**config.mk**
```make
export PLATFORM = sky130hd
export DESIGN_NAME = bcd_calendar
export DESIGN_NICKNAME = d
export VERILOG_FILES = /design/src/rtl/bcd_cal_pkg.sv /design/src/rtl/bcd_cal_stage.sv /design/src/rtl/bcd_cal_snap.sv /design/src/rtl/bcd_cal_core.sv /design/src/rtl/bcd_calendar.sv
export SDC_FILE = /design/constraint.sdc
export NUM_CORES = 1
export LEC_CHECK = 0
export ABC_AREA = 1
export BUFFER_PORTS_ARGS = -buffer_cell sky130_fd_sc_hd__buf_2
export CORE_UTILIZATION = 40
export DETAILED_ROUTE_END_ITERATION = 12
export PLACE_DENSITY = 0.54
export SYNTH_ARGS = -nofsm -noshare
export SYNTH_HDL_FRONTEND = slang
export SYNTH_SLANG_ARGS = --single-unit
```
**constraint.sdc**
```tcl
create_clock -name clk -period 2.3 [get_ports clk]
set_input_delay 0 -clock clk [delete_from_list [all_inputs] [get_ports clk]]
set_output_delay 0 -clock clk [all_outputs]
set_load 0.005 [all_outputs]
```
**src/rtl/bcd_cal_pkg.sv**
```systemverilog
package bcd_cal_pkg;
  localparam int NUM_REGS = 8;
  localparam int REG_W    = 8;
  localparam int ADDR_W   = $clog2(NUM_REGS);
  localparam int FLAT_W   = NUM_REGS * REG_W;

  localparam int IX_SEC   = 0;
  localparam int IX_MIN   = 1;
  localparam int IX_HOUR  = 2;
  localparam int IX_DATE  = 3;
  localparam int IX_MONTH = 4;
  localparam int IX_YEAR  = 5;
  localparam int IX_DOW   = 6;
  localparam int IX_CENT  = 7;

  localparam int H24_BIT  = 7;
  localparam int PM_BIT   = 5;
  localparam int DOW_W    = 3;

  localparam logic [7:0] CENT_OLD = 8'h19;
  localparam logic [7:0] CENT_NEW = 8'h20;

  function automatic logic [7:0] bcd_inc(input logic [7:0] v);
    if (v[3:0] == 4'd9) return {v[7:4] + 4'd1, 4'd0};
    return {v[7:4], v[3:0] + 4'd1};
  endfunction

  function automatic logic bcd_leap(input logic [7:0] y);
    if (!y[4]) return (y[3:0] == 4'd0) || (y[3:0] == 4'd4) || (y[3:0] == 4'd8);
    return (y[3:0] == 4'd2) || (y[3:0] == 4'd6);
  endfunction

  function automatic logic [7:0] month_last_day(input logic [7:0] m, input logic [7:0] y);
    case (m)
      8'h02:                      return bcd_leap(y) ? 8'h29 : 8'h28;
      8'h04, 8'h06, 8'h09, 8'h11: return 8'h30;
      default:                    return 8'h31;
    endcase
  endfunction
endpackage

```
**src/rtl/bcd_cal_stage.sv**
```systemverilog
module bcd_cal_stage
  import bcd_cal_pkg::*;
(
  input  logic                clk,
  input  logic                rst_n,
  input  logic                wr_en,
  input  logic [ADDR_W-1:0]   wr_addr,
  input  logic [REG_W-1:0]    wr_data,
  input  logic                commit,
  input  logic                abort,
  output logic [FLAT_W-1:0]   stage_data,
  output logic [NUM_REGS-1:0] stage_mask
);
  logic flush;
  assign flush = commit | abort;

  for (genvar i = 0; i < NUM_REGS; i++) begin : g_slot
    logic hit;
    assign hit = wr_en && (wr_addr == ADDR_W'(i)) && !flush;
    always_ff @(posedge clk or negedge rst_n) begin
      if (!rst_n) begin
        stage_data[i*REG_W +: REG_W] <= '0;
        stage_mask[i]                <= 1'b0;
      end else begin
        if (hit) stage_data[i*REG_W +: REG_W] <= wr_data;
        if (flush)    stage_mask[i] <= 1'b0;
        else if (hit) stage_mask[i] <= 1'b1;
      end
    end
  end

  assert_abort_clears_R8: assert property (@(posedge clk) disable iff (!rst_n)
    abort |=> (stage_mask == '0));
  assert_write_marks_R8: assert property (@(posedge clk) disable iff (!rst_n)
    (wr_en && !commit && !abort) |=> stage_mask[$past(wr_addr)]);
endmodule

```
**src/rtl/bcd_cal_snap.sv**
```systemverilog
module bcd_cal_snap
  import bcd_cal_pkg::*;
(
  input  logic              clk,
  input  logic              rst_n,
  input  logic              rd_start,
  input  logic [FLAT_W-1:0] live,
  input  logic [ADDR_W-1:0] rd_addr,
  output logic [REG_W-1:0]  rd_data
);
  logic [FLAT_W-1:0] snap_q;

  always_ff @(posedge clk or negedge rst_n) begin
    if (!rst_n)        snap_q <= '0;
    else if (rd_start) snap_q <= live;
  end

  assign rd_data = snap_q[rd_addr*REG_W +: REG_W];

  assert_snap_hold_R7: assert property (@(posedge clk) disable iff (!rst_n)
    !rd_start |=> $stable(snap_q));
  assert_snap_take_R7: assert property (@(posedge clk) disable iff (!rst_n)
    rd_start |=> (snap_q == $past(live)));
endmodule

```
**src/rtl/bcd_cal_core.sv**
```systemverilog
module bcd_cal_core
  import bcd_cal_pkg::*;
#(
  parameter logic [7:0] RESET_HOUR = 8'h12
) (
  input  logic                clk,
  input  logic                rst_n,
  input  logic                tick,
  input  logic                commit,
  input  logic [FLAT_W-1:0]   stage_data,
  input  logic [NUM_REGS-1:0] stage_mask,
  output logic [FLAT_W-1:0]   live,
  output logic                fail
);
  logic [7:0]       sec_q, min_q, hour_q, date_q, month_q, year_q, cent_q;
  logic [DOW_W-1:0] dow_q;

  logic [7:0]       sec_n, min_n, hour_n, date_n, month_n, year_n, cent_n;
  logic [DOW_W-1:0] dow_n;
  logic             c_sec, c_min, c_day, c_mon, c_year;
  logic [7:0]       hr_inc, last_day;

  function automatic logic [7:0] st(input int ix);
    return stage_data[ix*REG_W +: REG_W];
  endfunction

  always_comb begin
    c_sec = (sec_q == 8'h59);
    sec_n = c_sec ? 8'h00 : bcd_inc(sec_q);
    c_min = c_sec && (min_q == 8'h59);
    min_n = c_sec ? ((min_q == 8'h59) ? 8'h00 : bcd_inc(min_q)) : min_q;

    hour_n = hour_q;
    c_day  = 1'b0;
    hr_inc = 8'h00;
    if (c_min) begin
      if (hour_q[H24_BIT]) begin
        hr_inc = bcd_inc({2'b00, hour_q[5:0]});
        c_day  = (hour_q[5:0] == 6'h23);
        hour_n = {2'b10, c_day ? 6'h00 : hr_inc[5:0]};
      end else begin
        hr_inc = bcd_inc({3'b000, hour_q[4:0]});
        if (hour_q[4:0] == 5'h11) begin
          hour_n = {2'b00, ~hour_q[PM_BIT], 5'h12};
          c_day  = hour_q[PM_BIT];
        end else if (hour_q[4:0] == 5'h12) begin
          hour_n = {2'b00, hour_q[PM_BIT], 5'h01};
        end else begin
          hour_n = {2'b00, hour_q[PM_BIT], hr_inc[4:0]};
        end
      end
    end

    last_day = month_last_day(month_q, year_q);
    c_mon    = c_day && (date_q == last_day);
    date_n   = c_day ? (c_mon ? 8'h01 : bcd_inc(date_q)) : date_q;
    dow_n    = c_day ? ((dow_q == DOW_W'(6)) ? '0 : dow_q + DOW_W'(1)) : dow_q;
    c_year   = c_mon && (month_q == 8'h12);
    month_n  = c_mon ? ((month_q == 8'h12) ? 8'h01 : bcd_inc(month_q)) : month_q;
    year_n   = c_year ? ((year_q == 8'h99) ? 8'h00 : bcd_inc(year_q)) : year_q;
    cent_n   = (c_year && (year_q == 8'h99)) ? CENT_NEW : cent_q;
  end

  always_ff @(posedge clk or negedge rst_n) begin
    if (!rst_n) begin
      sec_q <= 8'h00; min_q <= 8'h00; hour_q <= RESET_HOUR;
      date_q <= 8'h01; month_q <= 8'h01; year_q <= 8'h00;
      dow_q <= '0; cent_q <= CENT_NEW; fail <= 1'b1;
    end else if (commit) begin
      if (stage_mask[IX_SEC])   sec_q   <= st(IX_SEC);
      if (stage_mask[IX_MIN])   min_q   <= st(IX_MIN);
      if (stage_mask[IX_HOUR])  hour_q  <= st(IX_HOUR);
      if (stage_mask[IX_DATE])  date_q  <= st(IX_DATE);
      if (stage_mask[IX_MONTH]) month_q <= st(IX_MONTH);
      if (stage_mask[IX_YEAR])  year_q  <= st(IX_YEAR);
      if (stage_mask[IX_DOW])   dow_q   <= stage_data[IX_DOW*REG_W +: DOW_W];
      if (stage_mask[IX_CENT] && (st(IX_CENT) == CENT_OLD || st(IX_CENT) == CENT_NEW))
        cent_q <= st(IX_CENT);
      if (|stage_mask) fail <= 1'b0;
    end else if (tick && !fail) begin
      sec_q <= sec_n; min_q <= min_n; hour_q <= hour_n; date_q <= date_n;
      month_q <= month_n; year_q <= year_n; dow_q <= dow_n; cent_q <= cent_n;
    end
  end

  assign live = {cent_q, {(REG_W-DOW_W){1'b0}}, dow_q, year_q, month_q,
                 date_q, hour_q, min_q, sec_q};

  assert_stall_R10: assert property (@(posedge clk) disable iff (!rst_n)
    (fail && !commit) |=> ($stable(sec_q) && $stable(min_q) && $stable(date_q)));
  assert_fail_clear_R10: assert property (@(posedge clk) disable iff (!rst_n)
    (commit && |stage_mask) |=> !fail);
  assert_commit_wins_R9: assert property (@(posedge clk) disable iff (!rst_n)
    (commit && stage_mask[IX_SEC]) |=> (sec_q == $past(stage_data[7:0])));
  assert_dow_range_R5: assert property (@(posedge clk) disable iff (!rst_n)
    (!commit && !fail) |=> (dow_q <= DOW_W'(6)));
  assert_cent_values_R6: assert property (@(posedge clk) disable iff (!rst_n)
    (cent_q == CENT_OLD) || (cent_q == CENT_NEW));
  assert_sec_wrap_R1: assert property (@(posedge clk) disable iff (!rst_n)
    (tick && !fail && !commit && sec_q == 8'h59) |=> (sec_q == 8'h00));
endmodule

```
**src/rtl/bcd_calendar.sv**
```systemverilog
module bcd_calendar
  import bcd_cal_pkg::*;
#(
  parameter logic [7:0] RESET_HOUR = 8'h12
) (
  input  logic              clk,
  input  logic              rst_n,
  input  logic              tick_1hz,
  input  logic              wr_en,
  input  logic [ADDR_W-1:0] wr_addr,
  input  logic [REG_W-1:0]  wr_data,
  input  logic              commit,
  input  logic              abort,
  input  logic              rd_start,
  input  logic [ADDR_W-1:0] rd_addr,
  output logic [REG_W-1:0]  rd_data,
  output logic              clock_fail
);
  logic [FLAT_W-1:0]   stage_data;
  logic [NUM_REGS-1:0] stage_mask;
  logic [FLAT_W-1:0]   live;

  bcd_cal_stage u_stage (
    .clk(clk), .rst_n(rst_n), .wr_en(wr_en), .wr_addr(wr_addr), .wr_data(wr_data),
    .commit(commit), .abort(abort), .stage_data(stage_data), .stage_mask(stage_mask)
  );

  bcd_cal_core #(.RESET_HOUR(RESET_HOUR)) u_core (
    .clk(clk), .rst_n(rst_n), .tick(tick_1hz), .commit(commit),
    .stage_data(stage_data), .stage_mask(stage_mask), .live(live), .fail(clock_fail)
  );

  bcd_cal_snap u_snap (
    .clk(clk), .rst_n(rst_n), .rd_start(rd_start), .live(live),
    .rd_addr(rd_addr), .rd_data(rd_data)
  );
endmodule

```
==> results.md, run 1 <==
- Worst min path class: in -> reg
- XOR/XNOR Fraction of Synth Area: 1.45%
- Sequential cell fraction of total power: 48.5%
- Final WS setup: 0.215 ns
- RSZ-0062 raised after global routing: no
- Arr. time, crit path: 2.40 ns
- Main synth FF type: dfrtp_1
- Clock latency on the worst-skew pair: 0.43 ns
- Mapped Area: 9090 µm²
- Worst setup SP type: register
- Total GRT Usage: 21.5%
- First-pass GRT wire length: 38,800 µm
- Synth cell types: 42
- Final setup TNS: 0 ns
- Largest family of logic cells by synthesized area: simple AND/OR/NAND/NOR gates
- I/O pin cnt: 30
- Ranking of synthesized cells by area: dfrtp_1, nand2_1, o21ai_0
- Most frequent cell after synthesis: nand2_1
- CP Data Required Time: 2.62 ns
- Critical-path maximum fanout: 8
- Simple-gate share of the synthesized area: 21.5%
- Asr flop ratio synth: 100%
- Max Freq: 480 MHz
- First drt pass iteration count: 7
- Die H: 153 µm
- Worst-margin pin slew: 0.865 ns
- CP dominant cell by count: nand2_1
- CTS clk-pin slew, worst paths: 0.07 ns
- Cell taking the most area after synthesis: dfrtp_1
- Mux cell area share after synthesis: 0.372%
- Crit-path max cell delay: 0.41 ns
- Number of flops mapped to enable cells by yosys: 0
- Tcrit/Tclk final: 90.7%
- Setup CP Type: reg -> reg
- Maximum vdd drop: 0.402 mV
- Final hold viol count: 0
- Compound-Gate Fraction of Synth Area: 16.2%
- Vias in the first global route: 6,850
- Largest net degree at the start of global routing: 67
- Layout cell share with drive strength beyond 1: 10.9%
- Post-Route Skew: 0.0131 ns
- Mapped Nets: 1,154
- WL final: 23,600 µm
- Cts bufs inserted: 17
- Initial DRC Count: 586
- Die ar.: 23,300 µm²
- Gpl congestion: 0.856
- Logic gate share of total power: 17.6%
- Internal power: 6.10 mW
- Starting Density: 41.3%
- Yosys warns: 0
- Switching portion of total power: 30.5%
- Critical Path End Type: register
- Nets@finish: 1,182
- CP cell instances: inv_1 -> ha_1 -> nand2_2 -> nor2_4 -> nand2_2 -> nor2_4 -> nand3_2 -> nor3_2 -> nand4_1 -> nand2_4 -> nand2_1 -> nand2_1 -> nand2_1
- DR vias: 7,269
- Clk pwr share: 34.0%
- Root buffer cell: clkbuf_16
- Diode count: 0
- Pre-CTS WS: 0.165 ns
- WHS: 0.0283 ns
- DRC violations left: 0
- Sequential-to-total area share from yosys stat: 51.3%
- Routed len/inst: 16.4 µm
- Result of the run: completed
- CP top delay family: simple AND/OR/NAND/NOR gates
- Fillers: 2,249
- Final Max Slew Viols: 0
- Synth Area in Adders: 2.34%
- Core area: 22,000 µm²
- Post-layout min period: 2.08 ns
- Synth cell count leaders: nand2_1, dfrtp_1, o21ai_0
- P_leak: 4.86 nW
- Initial antenna violation count: 0
- Chip Width: 153 µm
- CTS tree: built
- Area growth from synthesis to final layout: 12.5%
- Port bufs: 29
- Switch Pwr: 2.68 mW
- GRT overflow: 0
- Row count: 54
- CTS sink cnt: 186
- Slowest stage cell, crit path: dfrtp_1
- Via-per-instance ratio: 5.06
- Syn Inst Count: 1,116
- CTS H-tree depth: 4
- Syn avg cell area: 8.14 µm²
- Max-cap violation count: 0
- DPL Wire Length: 17,000 µm
- Synthesized flop and latch total: 186
- Cell area power density: 859 nW/µm²
- ANT nets after route: 0
- Setup Viol. Count Final: 0
- Slew margin rel.: 42.2%
- Synth top area share: 49.6%
- Worst path bufs/invs: 1
- Max Root-Sink Buffers: 2
## placed cells by master (no fill, tap or decap), types with 4 or more instances in the layout
cell	instances
a21oi_1	70
a31oi_1	9
buf_2	27
buf_4	15
clkbuf_16	17
dfrtp_1	180
dfstp_2	6
ha_1	17
inv_1	111
inv_2	10
nand2_1	285
nand2_2	9
nand3_1	50
nand3_2	4
nand4_1	7
nor2_1	76
nor2_2	4
nor2_4	7
nor3_1	4
o21ai_0	171
o21ai_1	8
xnor2_1	5
xor2_1	10
## area by class of cell
cell class,count,area (µm²),share of cell area (%)
Clock buffer,20,447,4.37
Clock inverter,11,145,1.42
Inverter,122,458,4.48
Multi-Input combinational cell,769,3820,37.4
Sequential cell,186,4660,45.6
Tap cell,280,350,3.43
Timing Repair Buffer,48,342,3.34
## stage by stage
stage	power (mW)	cells	instance area, µm²	util, %
2_1_floorplan	5.26	1116	9090	-
3_3_place_gp	5.82	1397	9550	43.4
3_5_place_dp	5.84	1397	9550	43.4
4_1_cts	8.85	1430	10200	46.1
5_1_grt	9.32	1436	10200	46.4
6_report	8.78	1436	10200	46.4
## final timing paths
check	start	endpoint	slack, ns	cells after the start
worst min register to register	u_core.fail	u_core.fail	0.47	2
worst max register to register	u_core.sec_q[1]	u_core.year_q[4]	0.22	13
min in group asynchronous	rst_n	u_snap.snap_q[14]	0.13	2
worst max-delay path	u_core.sec_q[1]	u_core.year_q[4]	0.22	13
max in group asynchronous	rst_n	u_core.date_q[0]	1.40	3
worst min-delay path	wr_data[6]	u_stage.stage_data[22]	0.03	3
## tightest hold or removal path: stages
cell and delay (ns):
buf_2 0.07, inv_1 0.15, o21ai_0 0.19
## registers in the layout (all words and copies together) (netlist names)
signal and cells:
u_core.cent_q 8, u_core.date_q 8, u_core.dow_q 3, u_core.fail 1, u_core.hour_q 8, u_core.min_q 8, u_core.month_q 8, u_core.sec_q 8
u_core.year_q 8, u_snap.snap_q 59, u_stage.stage_data 59, u_stage.stage_mask 8
## power groups by stage
| stage | registers (mW) | logic, mW | clock network [mW] |
|---|---|---|---|
| 3_3_place_gp | 4.29 | 1.53 | 0 |
| 4_1_cts | 4.25 | 1.55 | 3.05 |
| 3_5_place_dp | 4.30 | 1.54 | 0 |
| 6_report | 4.26 | 1.54 | 2.98 |
| 5_1_grt | 4.33 | 1.81 | 3.18 |
| 2_1_floorplan | 4.16 | 1.10 | 0 |
## repair_timing
item | 4_1_cts | 5_1_grt
gates resized for setup | 0 | 3
setup endpoints to repair | 0 | 12
hold buffers | 2 | 0
buffers inserted | 0 | 6
hold endpoints to repair | 71 | 0
## kinds of logic (layout without fill, tap and decap cells)
kind of cell             Yosys count  after routing
AO/OA/AOI/OAI                    279            279
XOR/XNOR                          15             15
adder cells (fa/ha/maj)           17             17
buffers and inverters            161            201
flip-flops                       186            186
multiplexers                       3              3
AND/OR/NAND/NOR                  455            455
## metal layers
metal / wire (µm) / GRT usage [%] / part of all wire (%)
met5: 0 / 0 / 0
met4: 387 / 6.83 / 1.6
met3: 932 / 3.07 / 4.0
met2: 9910 / 30.1 / 42
met1: 12400 / 33.8 / 52
(Power assumes the default switching activity.)
==> inputs of run 2 (changes only) <==
--- a/config.mk
+++ b/config.mk
@@ -9,6 +9,7 @@
 export BUFFER_PORTS_ARGS = -buffer_cell sky130_fd_sc_hd__buf_2
 export CORE_UTILIZATION = 40
 export DETAILED_ROUTE_END_ITERATION = 12
+export GPL_TIMING_DRIVEN = 0
 export PLACE_DENSITY = 0.54
 export SYNTH_ARGS = -nofsm -noshare
 export SYNTH_HDL_FRONTEND = slang
==> results.md, run 2 (synthesis gave the netlist of run 1 again) <==
- Result of the run: finished, violations left
- Failing checks: design-rule violations
- CTS tree: built
- Logic gate share of total power: 17.7% (about the same)
- Total GRT Usage: 22.6% (+1.1 points)
- Max Root-Sink Buffers: 2 (unchanged)
- Most common cell after layout, fill and taps aside: nand2_1
- P_leak: 4.88 nW (+0.49%)
- R2R cell count: 12 (-1)
- Critical-path maximum fanout: 10 (+2)
- Gpl congestion: 0.870 (+1.6%)
- Switching portion of total power: 31.1% (+0.62 points)
- WL final: 25,100 µm (+6.2%)
- Total Power: 8.95 mW (+1.9%)
- Switch Pwr: 2.79 mW (+4.0%)
- Maximum vdd drop: 0.516 mV (+28%)
- R2R Path Start: u_core.min_q[1]
- CP Data Required Time: 2.61 ns (about the same)
- Port bufs: 28 (-3.4%)
- CTS sink cnt: 186 (unchanged)
- Tcrit/Tclk final: 91.8% (+1.2 points)
- Final setup TNS: 0 ns (unchanged)
- DRC violations left: 1 (+1)
- DPL Wire Length: 18,300 µm (+7.8%)
- RSZ-0062 raised after global routing: no
- Arr. time, crit path: 2.42 ns (+0.02 ns)
- ANT nets after route: 0 (unchanged)
- Final WS setup: 0.188 ns (-0.0274 ns)
- Die ar.: 23,300 µm² (unchanged)
- Post-Route Skew: 0.0115 ns (-0.00158 ns)
- Cell area power density: 867 nW/µm² (+0.95%)
- Vias in the first global route: 7,108 (+3.8%)
- I/O pin cnt: 30 (unchanged)
- Setup Viol. Count Final: 0 (unchanged)
- Internal power: 6.16 mW (+0.99%)
- Fillers: 2,179 (-3.1%)
- CTS H-tree depth: 4 (unchanged)
- Hold path depth: 3 (unchanged)
- Worst setup SP type: register
- R2R Path End: u_core.year_q[0]
- Starting Density: 41.3% (unchanged)
- Routed len/inst: 17.1 µm (+4.1%)
- Setup CP Type: reg -> reg
- Core area: 22,000 µm² (unchanged)
- First-pass GRT wire length: 40,000 µm (+3.1%)
- Initial antenna violation count: 0 (unchanged)
- Initial DRC Count: 539 (-8.0%)
- Pre-CTS WS: 0.0361 ns (-0.129 ns)
- Final Max Slew Viols: 0 (unchanged)
- Post-layout min period: 2.11 ns (+0.0274 ns)
- Final hold viol count: 0 (unchanged)
- Max Freq: 473 MHz (-1.3%)
- CTS clk-pin slew, worst paths: 0.07 ns (about the same)
- Root buffer cell: clkbuf_16
- Clk pwr share: 34.6% (+0.6 points)
- Critical Path End Type: register
- Diode count: 0 (unchanged)
- Via-per-instance ratio: 5.13 (+1.4%)
- Slew margin rel.: 43.5% (+1.2 points)
- Die H: 153 µm (unchanged)
- First drt pass iteration count: 9 (+2)
- Cts bufs inserted: 17 (unchanged)
- Sequential cell fraction of total power: 47.7% (-0.8 points)
- Chip Width: 153 µm (unchanged)
- Top Registers: u_snap.snap_q x59, u_stage.stage_data x59
- Clock latency on the worst-skew pair: 0.44 ns (about the same)
- Most frequent cells in the layout: nand2_1, dfrtp_1, o21ai_0
- Worst-margin pin slew: 0.847 ns (-0.0180 ns)
- Max-cap violation count: 0 (unchanged)
- Hold Crit Endpoint: u_stage.stage_data[34]
- Nets@finish: 1,209 (+2.3%)
- Layout cell share with drive strength beyond 1: 10.4% (-0.51 points)
- Area growth from synthesis to final layout: 13.6%
- Worst Min Path Start: wr_data[2]
- Worst min path class: in -> reg
- Largest net degree at the start of global routing: 117 (+75%)
- GRT overflow: 0 (unchanged)
- Row count: 54 (unchanged)
- Flop-to-flop setup slack: 0.19 ns (-0.03 ns)
- DR vias: 7,515 (+3.4%)
## run 2: cell count changes in the layout (fill, tap and decap cells not counted), sizes merged
cell / before / now
clkinvlp: 3 / 1
inv: 123 / 125
clkbuf: 21 / 51
buf: 45 / 41
dlygate4sd3: 2 / 3
clkinv: 4 / 5
## run 2: metal layers
metal	vias to the layer above	GRT usage, %	share of wire, %
li1	3766	-	-
met1	3560	34.7	52
met2	164	32.3	42
met3	25	3.73	4.3
met4	0	6.59	1.8
met5	-	0	0
## run 2: how the worst max path moves through the flow
stage                          startpoint                     end
after floorplan           u_core.sec_q[1]        u_core.year_q[3]
after global placement              rst_n  u_stage.stage_data[10]
after detailed placement  u_core.sec_q[1]        u_core.year_q[0]
after CTS                 u_core.sec_q[1]        u_core.year_q[0]
after global routing      u_core.min_q[1]        u_core.cent_q[0]
final                     u_core.min_q[1]        u_core.year_q[0]
## run 2: cell type report
| class | instances | area [µm²] | share of cell area [%] |
|---|---|---|---|
| clock inverter | 12 | 160 | 1.55 |
| timing repair buffer | 36 | 238 | 2.30 |
| buffer | 39 | 163 | 1.58 |
| inverter | 122 | 458 | 4.44 |
| clock buffer | 20 | 457 | 4.43 |
| multi-input combinational | 769 | 3830 | 37.1 |
| sequential | 186 | 4670 | 45.2 |
| tap | 280 | 350 | 3.40 |
## run 2: timing repair
| item | in CTS | in global routing |
|---|---|---|
| setup buffers | 0 | 4 |
| resized for setup | 0 | 9 |
| hold endpoints to repair | 75 | 0 |
| setup endpoints to repair | 0 | 26 |
| hold buffers | 3 | 0 |
## run 2: power by group through the flow
stage	combinational [mW]	sequential (mW)	clock, mW
after floorplan	1.10	4.16	0
after global placement	1.51	4.32	0
after detailed placement	1.53	4.33	0
after CTS	1.55	4.27	3.15
after global routing	1.85	4.34	3.30
final	1.59	4.27	3.10
## run 2: worst max-delay path: stages, from the launching register on
cell and delay [ns]:
dfrtp_2 0.41, inv_1 0.07, ha_1 0.15, nand2_1 0.06, nor2_2 0.17, nand3_2 0.10
nor2_4 0.18, nand3_2 0.15, nor3_4 0.20, nand4_1 0.13, nand2_2 0.14, buf_6 0.15
o21ai_0 0.09
## run 2: stage by stage
step | hold WS, ns | util (%) | instances | area [µm²]
2_1_floorplan | -0.296 | - | 1116 | 9090
3_3_place_gp | 0.318 | 43.5 | 1424 | 9580
3_5_place_dp | 0.00235 | 43.6 | 1425 | 9610
4_1_cts | 0.0229 | 46.6 | 1460 | 10300
5_1_grt | 0.0256 | 46.8 | 1464 | 10300
6_report | 0.0207 | 46.8 | 1464 | 10300
==> inputs of run 3 (changes only) <==
--- a/config.mk
+++ b/config.mk
@@ -13,4 +13,5 @@
 export PLACE_DENSITY = 0.54
 export SYNTH_ARGS = -nofsm -noshare
 export SYNTH_HDL_FRONTEND = slang
+export SYNTH_HIERARCHICAL = 1
 export SYNTH_SLANG_ARGS = --single-unit
==> results.md, run 3 <==
- Critical-path maximum fanout: 10 (unchanged)
- Worst path depth: 14 (+2)
- CTS clk-pin slew, worst paths: 0.08 ns (about the same)
- Mapped Area: 9910 µm² (+9.1%)
- Maximum vdd drop: 0.388 mV (-25%)
- Largest register by flop count: u_snap/snap_q
- Critical Path End Type: register
- Gpl congestion: 0.893 (+2.7%)
- Worst-margin pin slew: 0.748 ns (-0.0990 ns)
- Core area: 24,300 µm² (+10%)
- Worst path bufs/invs: 2 (unchanged)
- Worst setup SP type: register
- Routed len/inst: 16.3 µm (-4.9%)
- Result of the run: completed
- Clock latency on the worst-skew pair: 0.45 ns (about the same)
- Syn Inst Count: 1,270 (+14%)
- Final hold viol count: 0 (unchanged)
- Hold path depth: 4 (+1)
- Sequential cell fraction of total power: 48.6% (+0.9 points)
- Cts bufs inserted: 17 (unchanged)
- Setup Viol. Count Final: 0 (unchanged)
- Slowest stage cell, crit path: dfrtp_1
- Diode count: 0 (unchanged)
- Most frequent cells in the layout: nand2_1, dfrtp_1, inv_1
- Total GRT Usage: 22.5% (-0.099 points)
- Root buffer cell: clkbuf_16
- Crit-path max cell delay: 0.45 ns (+0.04 ns)
- Via-per-instance ratio: 4.97 (-3.2%)
- Layout cell share with drive strength beyond 1: 11.0% (+0.62 points)
- ANT nets after route: 0 (unchanged)
- CP dominant cell by count: nand2_1
- Instance area at placement: 10,500 µm² (+9.0%)
- Arr. time, crit path: 2.46 ns (+0.04 ns)
- P_leak: 5.74 nW (+18%)
- CTS H-tree depth: 4 (unchanged)
- Yosys warns: 6 (+6)
- Max-cap violation count: 0 (unchanged)
- Syn avg cell area: 7.80 µm² (-4.1%)
- RSZ-0062 raised after global routing: yes
- I/O pin cnt: 30 (unchanged)
- DPL Wire Length: 19,800 µm (+7.9%)
- Die ar.: 25,400 µm² (+9.0%)
- Tcrit/Tclk final: 93.2% (+1.3 points)
- Final Cell Area: 11,300 µm² (+9.3%)
- First-pass GRT wire length: 44,300 µm (+11%)
- Cell area power density: 811 nW/µm² (-6.5%)
- CTS tree: built
- Initial antenna violation count: 0 (unchanged)
- CTS sink cnt: 191 (+2.7%)
- GRT overflow: 0 (unchanged)
- Post-layout min period: 2.14 ns (+0.0302 ns)
- Placed cell count: 1,617 (+13%)
- Worst min path class: in -> reg
- Slew margin rel.: 50.1% (+6.7 points)
- Vias in the first global route: 8,043 (+13%)
- Switch Pwr: 3.01 mW (+7.9%)
- Die H: 159 µm (+4.4%)
- Post-Route Skew: 0.0192 ns (+0.00772 ns)
- Max Root-Sink Buffers: 2 (unchanged)
- R2R cell count: 14 (+2)
- Setup CP Type: reg -> reg
- CP top delay family: simple AND/OR/NAND/NOR gates
- Initial DRC Count: 584 (+8.3%)
- Chip Width: 159 µm (+4.4%)
- Row count: 57 (+5.6%)
- WL final: 27,200 µm (+8.4%)
- CP cell instances: inv_1 -> ha_1 -> nand3_1 -> nor2_2 -> nand3_1 -> nor2_1 -> nand2_1 -> nor2_2 -> nand2_4 -> nand2_8 -> buf_6 -> nand2_4 -> nand2_1 -> nand2_1
- Nets@finish: 1,368 (+13%)
- First drt pass iteration count: 5 (-4)
- Port bufs: 17 (-39%)
- Clk pwr share: 32.4% (-2.2 points)
- Largest net degree at the start of global routing: 92 (-21%)
- Max FFs per register: 64
- Final Max Slew Viols: 0 (unchanged)
- Max Freq: 467 MHz (-1.4%)
- Starting Density: 40.8% (-0.49 points)
- Logic gate share of total power: 18.9% (+1.2 points)
- Most common cell after layout, fill and taps aside: nand2_1
- Area growth from synthesis to final layout: 13.8%
- Top Registers: u_snap/snap_q x64, u_stage/stage_data x59
- DRC violations left: 0 (-1)
- Final cell count without fillers: 1,669 (+14%)
- Internal power: 6.13 mW (-0.46%)
- CP Data Required Time: 2.62 ns (about the same)
- Total Power: 9.14 mW (+2.2%)
- DR vias: 8,294 (+10%)
- Switching portion of total power: 32.9% (+1.8 points)
## run 3: cell types whose count changed in the layout (fill, tap and decap cells not counted), moves of 20 or more
cell / change
nor2_1: -25
a21oi_1: -34
nand3_1: +82
o21ai_0: -82
inv_1: +29
clkbuf_1: -20
nand2_1: +141
## run 3: power groups by stage
stage | sequential, mW | clock, mW | combinational [mW]
CTS | 4.44 | 3.03 | 1.73
finish | 4.45 | 2.96 | 1.73
global placement | 4.49 | 0 | 1.66
floorplan | 4.30 | 0 | 1.27
detailed placement | 4.50 | 0 | 1.69
global route | 4.53 | 3.17 | 2.02
## run 3: per-layer routing
layer / vias up / track usage, % / part of all wire [%]
li1: 4164 / - / -
met1: 3924 / 33.4 / 51
met2: 181 / 34.1 / 44
met3: 25 / 3.07 / 3.8
met4: 0 / 6.47 / 1.3
met5: - / 0 / 0
## run 3: worst min-delay path, cell delays in order
cell and delay, ns:
buf_4 0.15, buf_2 0.18, nand2_1 0.06, o21ai_0 0.06
## run 3: layout make-up
type	count	area, µm²
buffer	56	349
clock buffer	17	425
clock inverter	15	156
sequential	191	4790
multi-input combinational	881	4250
fill	2469	13000
timing repair buffer	39	350
inverter	146	553
tap	324	405
## run 3: repair_timing
item,4_1_cts,5_1_grt
gates resized for setup,0,4
endpoints found under the hold margin,185,0
setup endpoints to repair,0,25
buffers inserted,0,0
hold buffers,20,0
## run 3: worst paths after layout
check | start | end | slack (ns)
worst max-delay path | u_core/min_q[1] | u_core/cent_q[0] | 0.16
worst min-delay path | rd_start | u_snap/snap_q[21] | 0.06
max in group asynchronous | rst_n | u_core/month_q[0] | 0.66
worst min register to register | u_core/cent_q[5] | u_core/cent_q[5] | 0.47
worst max register to register | u_core/min_q[1] | u_core/cent_q[0] | 0.16
min in group asynchronous | rst_n | u_snap/snap_q[2] | 0.53
## run 3: per-stage QoR
step	utilization [%]	worst slack (ns)	hold WS [ns]	TNS [ns]
floorplan	-	0.483	-0.296	0
global placement	42.8	-2.11	0.369	-391.54
detailed placement	43.1	0.0370	-0.122	0
CTS	46.3	0.0257	0.0445	0
global route	46.4	-0.00484	0.0742	-0.00484
finish	46.4	0.157	0.0648	0
